==> src/rtl/eq_adapt.sv <==
module eq_adapt #(
  parameter int W       = 16,
  parameter int EQW     = 4,
  parameter int EQ_INIT = 8,
  parameter int WINW    = 8
) (
  input  logic            clk,
  input  logic            rst_n,
  input  logic            word_vld,
  input  logic            burst_first,
  input  logic            cdr_locked,
  input  logic [W-1:0]    data_word,
  input  logic [W-1:0]    edge_word,
  input  logic [WINW-1:0] win_len,
  input  logic [WINW-1:0] thresh,
  output logic [EQW-1:0]  eq_code
);
  localparam int CW = $clog2(W + 1);
  localparam int SW = WINW + CW;
  localparam logic [EQW-1:0] EQ_MAX = {EQW{1'b1}};

  logic [3:0]    d_hist, e_hist;
  logic [SW-1:0] seen, ups, dns;
  logic [W-1:0]  hit_v, up_v, dn_v;
  logic [SW-1:0] n_hit, n_up, n_dn;

  wire [W+3:0] cd = {data_word, d_hist};
  wire [W+3:0] ce = {edge_word, e_hist};

  for (genvar g = 0; g < W; g++) begin : g_scan
    localparam int K = g + 4;
    wire x     = cd[K-1];
    wire iso   = (cd[K-4] != x) && (cd[K-3] != x) && (cd[K-2] != x) && (cd[K] != x);
    wire ok    = (g >= 4) || !burst_first;
    wire late  = (ce[K-1] == x);
    wire early = (ce[K] == x);
    assign hit_v[g] = iso && ok;
    assign up_v[g]  = hit_v[g] && late && early;
    assign dn_v[g]  = hit_v[g] && !late && !early;
  end

  always_comb begin
    n_hit = '0;
    n_up  = '0;
    n_dn  = '0;
    for (int i = 0; i < W; i++) begin
      n_hit = n_hit + SW'(hit_v[i]);
      n_up  = n_up + SW'(up_v[i]);
      n_dn  = n_dn + SW'(dn_v[i]);
    end
  end

  wire [SW-1:0] tot    = seen + n_hit;
  wire [SW-1:0] up_tot = ups + n_up;
  wire [SW-1:0] dn_tot = dns + n_dn;
  wire [SW-1:0] thr_x  = SW'(thresh);
  wire          take   = word_vld && cdr_locked;
  wire          close  = take && (n_hit != '0) && (tot >= SW'(win_len));
  wire          go_up  = (up_tot > dn_tot) && ((up_tot - dn_tot) >= thr_x);
  wire          go_dn  = (dn_tot > up_tot) && ((dn_tot - up_tot) >= thr_x);

  always_ff @(posedge clk or negedge rst_n) begin
    if (!rst_n) begin
      d_hist  <= '0;
      e_hist  <= '0;
      seen    <= '0;
      ups     <= '0;
      dns     <= '0;
      eq_code <= EQW'(EQ_INIT);
    end else if (word_vld) begin
      d_hist <= data_word[W-1:W-4];
      e_hist <= edge_word[W-1:W-4];
      if (!cdr_locked || close) begin
        seen <= '0;
        ups  <= '0;
        dns  <= '0;
      end else begin
        seen <= tot;
        ups  <= up_tot;
        dns  <= dn_tot;
      end
      if (close && go_up && eq_code != EQ_MAX) eq_code <= eq_code + 1'b1;
      else if (close && go_dn && eq_code != '0) eq_code <= eq_code - 1'b1;
    end
  end

  a_r11_one_step: assert property (@(posedge clk) disable iff (!rst_n)
    (eq_code != $past(eq_code)) |->
      ($past(word_vld) && (eq_code == $past(eq_code) + 1'b1 || eq_code == $past(eq_code) - 1'b1)));

  a_r8_hold_unlocked: assert property (@(posedge clk) disable iff (!rst_n)
    !cdr_locked |=> $stable(eq_code));

  a_r7_no_wrap_top: assert property (@(posedge clk) disable iff (!rst_n)
    (eq_code == EQ_MAX) |=> (eq_code != '0));

  a_r7_no_wrap_bottom: assert property (@(posedge clk) disable iff (!rst_n)
    (eq_code == '0) |=> (eq_code != EQ_MAX));

  a_r5_votes_bounded: assert property (@(posedge clk) disable iff (!rst_n)
    (ups + dns) <= seen);
endmodule

==> config.mk <==
export PLATFORM = sky130hd
export DESIGN_NAME = eq_adapt
export DESIGN_NICKNAME = d
export VERILOG_FILES = /design/src/rtl/eq_adapt.sv
export SDC_FILE = /design/constraint.sdc
export NUM_CORES = 1
export LEC_CHECK = 0
export ABC_AREA = 1
export BUFFER_PORTS_ARGS = -buffer_cell sky130_fd_sc_hd__buf_2
export CAP_MARGIN = 15
export CORE_UTILIZATION = 46
export CTS_CLUSTER_SIZE = 30
export DETAILED_ROUTE_END_ITERATION = 7
export GPL_ROUTABILITY_DRIVEN = 0
export PLACE_DENSITY = 0.66
export SETUP_SLACK_MARGIN = 0.1
export SYNTH_ARGS = -nofsm -noshare
export SYNTH_HDL_FRONTEND = slang
export SYNTH_SLANG_ARGS = --single-unit
==> constraint.sdc <==
create_clock -name clk -period 7.34 [get_ports clk]
set_clock_uncertainty 0.1 [all_clocks]
set_input_delay 0.367 -clock clk [delete_from_list [all_inputs] [get_ports clk]]
set_output_delay 0.367 -clock clk [all_outputs]
set_load 0.02 [all_outputs]
==> run summary, run 1 <==
Number of antenna cells inserted -> 0
Routed length per placed instance -> 14.1 µm
DR pass1 iterations -> 5
Number of max-capacitance violations reported -> 0
Max FO, Critical Path -> 5
Prevailing post-synth register cell -> sky130_fd_sc_hd__dfrtp_1
Number of vias in the routed layout -> 7318
Count of flip-flops with a built-in enable after synthesis -> 0
Worst reg-to-reg setup slack -> -0.14 ns
Proportion of register bits with asynchronous set or reset after synthesis -> 100%
Worst IR Drop VDD -> 0.184 mV
Final period util -> 102%
Fin worst setup slack -> -0.159 ns
Hold slack final -> 0.0799 ns
CTS tree -> done
Total Routing Usage GR -> 25.2%
Type of element launching the critical path -> primary input
Number of DRC markers in iteration 0 -> 374
Type of destination of the critical path -> flop
I/O pins -> 57
Hold Buf Count CTS -> 0
DRC viols -> 0
Total power density per cell area -> 244 mW/mm²
Total number of clock tree sinks -> 48
Outcome -> complete, but fails checks
Required time reported for the critical path endpoint -> 7.48 ns
Startpoint of the worst-slack reg-to-reg timing path -> d_hist[3]
Area of the die -> 0.0160 mm²
Port Buffers -> 56
Chip Height -> 127 µm
Vias in the first global route -> 7165
Number of endpoints failing setup at the final stage -> 4
Worst Hold Class -> in2async
Violations in the final reports -> negative setup slack
Die extent in x -> 127 µm
Fraction of the yosys area taken by sequential cells -> 16.8%
Mapped Cells -> 1028
Clock insertion delay at the later pin of the skew report -> 0.30 ns
Final Max Tran Viols -> 0
Synthesized flop and latch total -> 48
Worst slew margin relative to its limit -> 22.7%
Master cell of the clock root buffer -> sky130_fd_sc_hd__clkbuf_16
Aggregate routed wire length -> 20500 µm
Capturing instance or port of the critical path -> eq_code[3]
Number of distinct standard cells referenced by the synthesized netlist -> 48
Leakage component of the power -> 0.00543 µW
Global-route wire length before repair -> 32700 µm
Initial antenna violation count -> 0
Count of buffering cells on the critical path with inverters included -> 12
Slew at the pin closest to its max-slew limit -> 1.16 ns
Netlist area before placement -> 0.00715 mm²
Core area -> 0.0152 mm²
Worst-path cell with the longest stage delay -> sky130_fd_sc_hd__fa_1
Number of standard cells in the layout, taps in and fillers out -> 1452
Worst r2r path cells -> 41
R2r endpoint -> eq_code[3]
Initial cell density of the core -> 47.0%
P&R area growth vs syn -> 38.5%
DP Cell Count -> 1397
H-tree levels -> 2
Minimum clock period -> 7.50 ns
Placed wire-length estimate after detailed placement -> 14900 µm
Hold violation count in the final report -> 0
Leftover overflow at the end of global routing -> 0
Largest delay share family, worst path -> adder cells
Number of buffers on the longest clock path -> 2
Vias per Instance -> 5.04
Share of layout cells above drive strength 1 -> 34.0%
Post-Synthesis Mean Instance Area -> 6.96 µm²
Count of standard-cell rows -> 45
Worst setup path startpoint -> data_word[9]
Crit Path Category -> in2reg
Nets -> 1428
Number of buffers created by CTS -> 5
Yosys warning count -> 0
Clock transition at the registers of the reported paths -> 0.06 ns
Post-DRT Antenna Nets -> 0
Crit. path cell count -> 47
Most common library cell in the layout ignoring fill and taps -> sky130_fd_sc_hd__inv_1
Most frequent cells in the layout -> 199 x sky130_fd_sc_hd__inv_1, 188 x sky130_fd_sc_hd__nand2_1, 184 x sky130_fd_sc_hd__buf_4
CP max stage delay -> 0.56 ns
Pin count of the biggest net entering global routing -> 49
Crit path DAT -> 7.64 ns
Maximum achievable frequency -> 133 MHz
Unrepaired setup endpoints after global routing -> true
Syn nets -> 1193
==> power breakdown <==
group	switching [µW]	internal, µW
logic	943	864
registers	39.4	296
clock network	109	171
==> layout make-up <==
class / count / area, µm²
flip-flops and latches: 48 / 1200
multi-input cells: 730 / 5580
repair buffers: 256 / 1880
well taps: 188 / 235
fillers: 1299 / 5300
clock inverters: 2 / 38.8
inverters: 222 / 833
clock buffers: 6 / 139
==> cell usage after synthesis (all sizes together) (2+ instances only) <==
library cell | n | area share [%]
a21o | 3 | 0.31
a21oi | 47 | 3.6
buf | 6 | 0.40
clkbuf | 22 | 1.2
dfrtp | 47 | 16
fa | 38 | 11
ha | 74 | 13
inv | 222 | 12
mux2 | 3 | 0.47
nand2 | 220 | 12
nand3 | 66 | 5.0
nand3b | 3 | 0.31
nand4 | 14 | 1.2
nor2 | 85 | 4.7
nor3 | 20 | 1.7
nor3b | 3 | 0.38
nor4 | 2 | 0.17
o2111ai | 2 | 0.25
o21ai | 22 | 1.5
o21bai | 6 | 0.68
o22ai | 39 | 3.4
xnor2 | 14 | 1.7
xor2 | 58 | 7.1
==> state kept, by name, indices dropped and copies added (netlist names) <==
signal   cells
dns         13
seen        13
ups         13
d_hist       4
eq_code      4
e_hist       1
==> through the flow <==
step	setup WS (ns)	total power, µW	instance area, µm²	util [%]	setup TNS (ns)
2_1_floorplan	-0.138	1330	7290	-	-0.138
3_3_place_gp	-0.358	1850	8790	57.8	-0.650
3_5_place_dp	-0.563	1880	8790	57.8	-1.29
4_1_cts	-0.128	2270	9480	62.3	-0.298
5_1_grt	-0.556	2630	9910	65.2	-1.82
6_report	-0.159	2420	9910	65.2	-0.411
==> worst min path at each step <==
stage / slack, ns / cells after the start / from / end
6_report: 0.08 / 2 / rst_n / eq_code[0]
5_1_grt: 0.13 / 2 / rst_n / eq_code[2]
4_1_cts: 0.10 / 2 / rst_n / seen[10]
3_5_place_dp: 0.41 / 2 / rst_n / eq_code[0]
3_3_place_gp: 0.41 / 2 / rst_n / eq_code[2]
2_1_floorplan: -0.03 / 0 / rst_n / d_hist[0]
==> cells by family after synthesis <==
| logic type | count (synthesis) | share of synthesized area (%) |
|---|---|---|
| and+or+nand+nor | 415 | 26.2 |
| buffers and inverters | 250 | 13.2 |
| AOI/OAI and AO/OA | 128 | 10.9 |
| adders and majority gates | 112 | 23.6 |
| xor gates and xnor gates | 72 | 8.82 |
| DFF | 48 | 16.8 |
| muxes | 3 | 0.472 |
==> worst register-to-register path: cells and delay by family, from the launching register on <==
kind / cells / cell delay [ns]
compound gates: 6 / 0.71
buf+inv: 9 / 0.67
simple gates: 16 / 1.50
xor+xnor: 1 / 0.19
flops: 1 / 0.48
fa+ha+maj: 9 / 3.76
==> layer usage <==
metal	routed length (µm)	up-vias	track usage, %
met4	570	0	7.63
li1	-	3714	-
met2	10200	162	45.2
met3	614	51	2.40
met5	0	-	0
met1	9140	3391	32.2
==> timing repair <==
action | in CTS | in global routing
pin swaps | 47 | 67
setup endpoints to repair | 4 | 31
buffers inserted | 39 | 8
cloned | 0 | 1
resized for setup | 52 | 83
(Power assumes the default switching activity.)
==> run 2, diff against run 1 <==
--- a/config.mk
+++ b/config.mk
@@ -8,12 +8,15 @@
 export ABC_AREA = 1
 export BUFFER_PORTS_ARGS = -buffer_cell sky130_fd_sc_hd__buf_2
 export CAP_MARGIN = 15
+export CORE_MARGIN = 4
 export CORE_UTILIZATION = 46
 export CTS_CLUSTER_SIZE = 30
 export DETAILED_ROUTE_END_ITERATION = 7
 export GPL_ROUTABILITY_DRIVEN = 0
 export PLACE_DENSITY = 0.66
 export SETUP_SLACK_MARGIN = 0.1
+export SLEW_MARGIN = 5
 export SYNTH_ARGS = -nofsm -noshare
 export SYNTH_HDL_FRONTEND = slang
 export SYNTH_SLANG_ARGS = --single-unit
+export TNS_END_PERCENT = 5
==> run 2 against run 1 <==
The run still ends with negative setup slack left. Cell count increased by 0.34%. Combinational power decreased by 5%. Register-to-register slack about the same. Clock power decreased by 2%. Count of clock-buffer cells in the layout decreased by 1. Sequential share of layout area increased by 0.11 points. Global-route usage decreased by 3.7 points. Sequential power about the same. Maximum frequency increased by 0.44%. Core utilization decreased by 0.58 points. Sequential cell count unchanged. Via count decreased by 2.3%. Critical path type is now reg2reg.
==> run summary, run 2 (synthesis results as in run 1) <==
Total Routing Usage GR -> 21.5%
I/O pins -> 57
H-tree levels -> 2
Worst IR Drop VDD -> 0.195 mV
Number of filler cells placed in the layout -> 1333
DRC viols -> 0
Chip Height -> 133 µm
Number of standard cells in the layout, taps in and fillers out -> 1457
Vias in the first global route -> 7035
Max FO, Critical Path -> 6
Worst-path cell with the longest stage delay -> sky130_fd_sc_hd__dfrtp_2
Type of element launching the critical path -> flop
Sequential standard cell area -> 0.00120 mm²
Slew at the pin closest to its max-slew limit -> 1.09 ns
Post-DRT Antenna Nets -> 0
Worst reg-to-reg setup slack -> -0.13 ns
Leading registers by flop count -> dns (13), seen (13), ups (13)
CTS tree -> done
Worst r2r path cells -> 41
Area of the die -> 0.0176 mm²
Number of buffers created by CTS -> 5
Final sum of negative setup slack -> -2.72 ns
R2r endpoint -> eq_code[2]
Proportion of total power due to net switching -> 44.9%
Final Max Tran Viols -> 0
Hold Buf Count CTS -> 0
CP max stage delay -> 0.50 ns
Clock transition at the registers of the reported paths -> 0.07 ns
Vias per Instance -> 4.91
Type of destination of the critical path -> flop
Share of layout cells above drive strength 1 -> 32.6%
Minimum clock period -> 7.47 ns
Initial antenna violation count -> 0
Total number of clock tree sinks -> 48
Aggregate routed wire length -> 19300 µm
Maximum achievable frequency -> 134 MHz
Clock insertion delay at the later pin of the skew report -> 0.30 ns
Net Sw Power -> 1040 µW
Crit path DAT -> 7.54 ns
Core area -> 0.0152 mm²
Cell area after layout -> 0.00982 mm²
Startpoint of the worst-slack reg-to-reg timing path -> d_hist[3]
Core occupancy in the finished layout -> 64.6%
Number of buffers on the longest clock path -> 2
Fin worst setup slack -> -0.126 ns
Unrepaired setup endpoints after global routing -> true
Die extent in x -> 133 µm
Total power -> 2320 µW
Most frequent cells in the layout -> 205 x sky130_fd_sc_hd__inv_1, 201 x sky130_fd_sc_hd__buf_4, 191 x sky130_fd_sc_hd__nand2_1
Area after detailed placement -> 0.00883 mm²
Crit Path Category -> reg2reg
P&R area growth vs syn -> 37.3%
Sequential share of power -> 14.3%
Capturing instance or port of the critical path -> eq_code[2]
Worst Hold Class -> in2async
Most common library cell in the layout ignoring fill and taps -> sky130_fd_sc_hd__inv_1
DP Cell Count -> 1403
Initial cell density of the core -> 47.0%
Required time reported for the critical path endpoint -> 7.42 ns
DR pass1 iterations -> 5
Combinational fraction of design power -> 73.9%
Leakage component of the power -> 0.00545 µW
Number of endpoints failing setup at the final stage -> 39
Final period util -> 102%
Routed length per placed instance -> 13.3 µm
Number of antenna cells inserted -> 0
Nets -> 1433
Number of vias in the routed layout -> 7153
Pin count of the biggest net entering global routing -> 49
Number of DRC markers in iteration 0 -> 362
Count of standard-cell rows -> 45
Leftover overflow at the end of global routing -> 0
Global-route wire length before repair -> 31900 µm
Cell-internal power -> 1280 µW
Share of power burned in the clock network -> 11.8%
Multi-input gate area -> 0.00553 mm²
Outcome -> complete, but fails checks
Violations in the final reports -> negative setup slack
Port Buffers -> 56
Hold violation count in the final report -> 0
Placed wire-length estimate after detailed placement -> 14700 µm
Master cell of the clock root buffer -> sky130_fd_sc_hd__clkbuf_16
Worst setup path startpoint -> d_hist[3]
Worst slew margin relative to its limit -> 27.5%
Total power density per cell area -> 236 mW/mm²
Number of max-capacitance violations reported -> 0
==> run 2: area by class of cell <==
class	count	share of cell area (%)
multi-input combinational	730	56.3
timing repair buffer	261	18.8
sequential	48	12.3
inverter	222	8.49
tap	188	2.40
clock buffer	5	1.27
clock inverter	3	0.471
==> run 2: metrics by stage <==
stage | worst slack (ns) | hold slack [ns]
floorplan | -0.153 | -0.0286
global placement | -0.370 | 0.412
detailed placement | -0.492 | 0.415
CTS | -0.120 | 0.102
global route | -0.555 | 0.141
finish | -0.126 | 0.0759
==> run 2: layer usage <==
| layer | track usage [%] | wire (µm) |
|---|---|---|
| met3 | 2.43 | 560 |
| met5 | 0 | 0 |
| met2 | 37.4 | 9480 |
| met1 | 29.0 | 8870 |
| met4 | 4.73 | 424 |
==> run 2: worst min-delay path by stage <==
stage	start	to	slack, ns
finish	rst_n	eq_code[1]	0.08
CTS	rst_n	eq_code[1]	0.10
floorplan	rst_n	d_hist[0]	-0.03
global route	rst_n	eq_code[1]	0.14
detailed placement	rst_n	eq_code[1]	0.42
global placement	rst_n	eq_code[2]	0.41
==> run 2: worst max-delay path: cells and delay by family (launching register included) <==
family	cells	cell delay (ns)
xor gates and xnor gates	3	0.45
DFF	1	0.50
buffers and inverters	9	1.00
and+or+nand+nor	17	1.52
adders and majority gates	8	3.21
AOI/OAI and AO/OA	4	0.57
==> run 2: what timing repair did <==
item                       CTS  global route
gates resized for setup     42            56
buffers inserted            40             6
pin swaps                   41            27
hold endpoints to repair     0             0
setup endpoints to repair    4            43
==> run 2: power groups by stage <==
stage / Combinational [µW] / Sequential, µW / Clock, µW
finish: 1720 / 333 / 273
global route: 1930 / 337 / 288
CTS: 1640 / 331 / 278
detailed placement: 1550 / 335 / 0
global placement: 1530 / 334 / 0
floorplan: 994 / 340 / 0
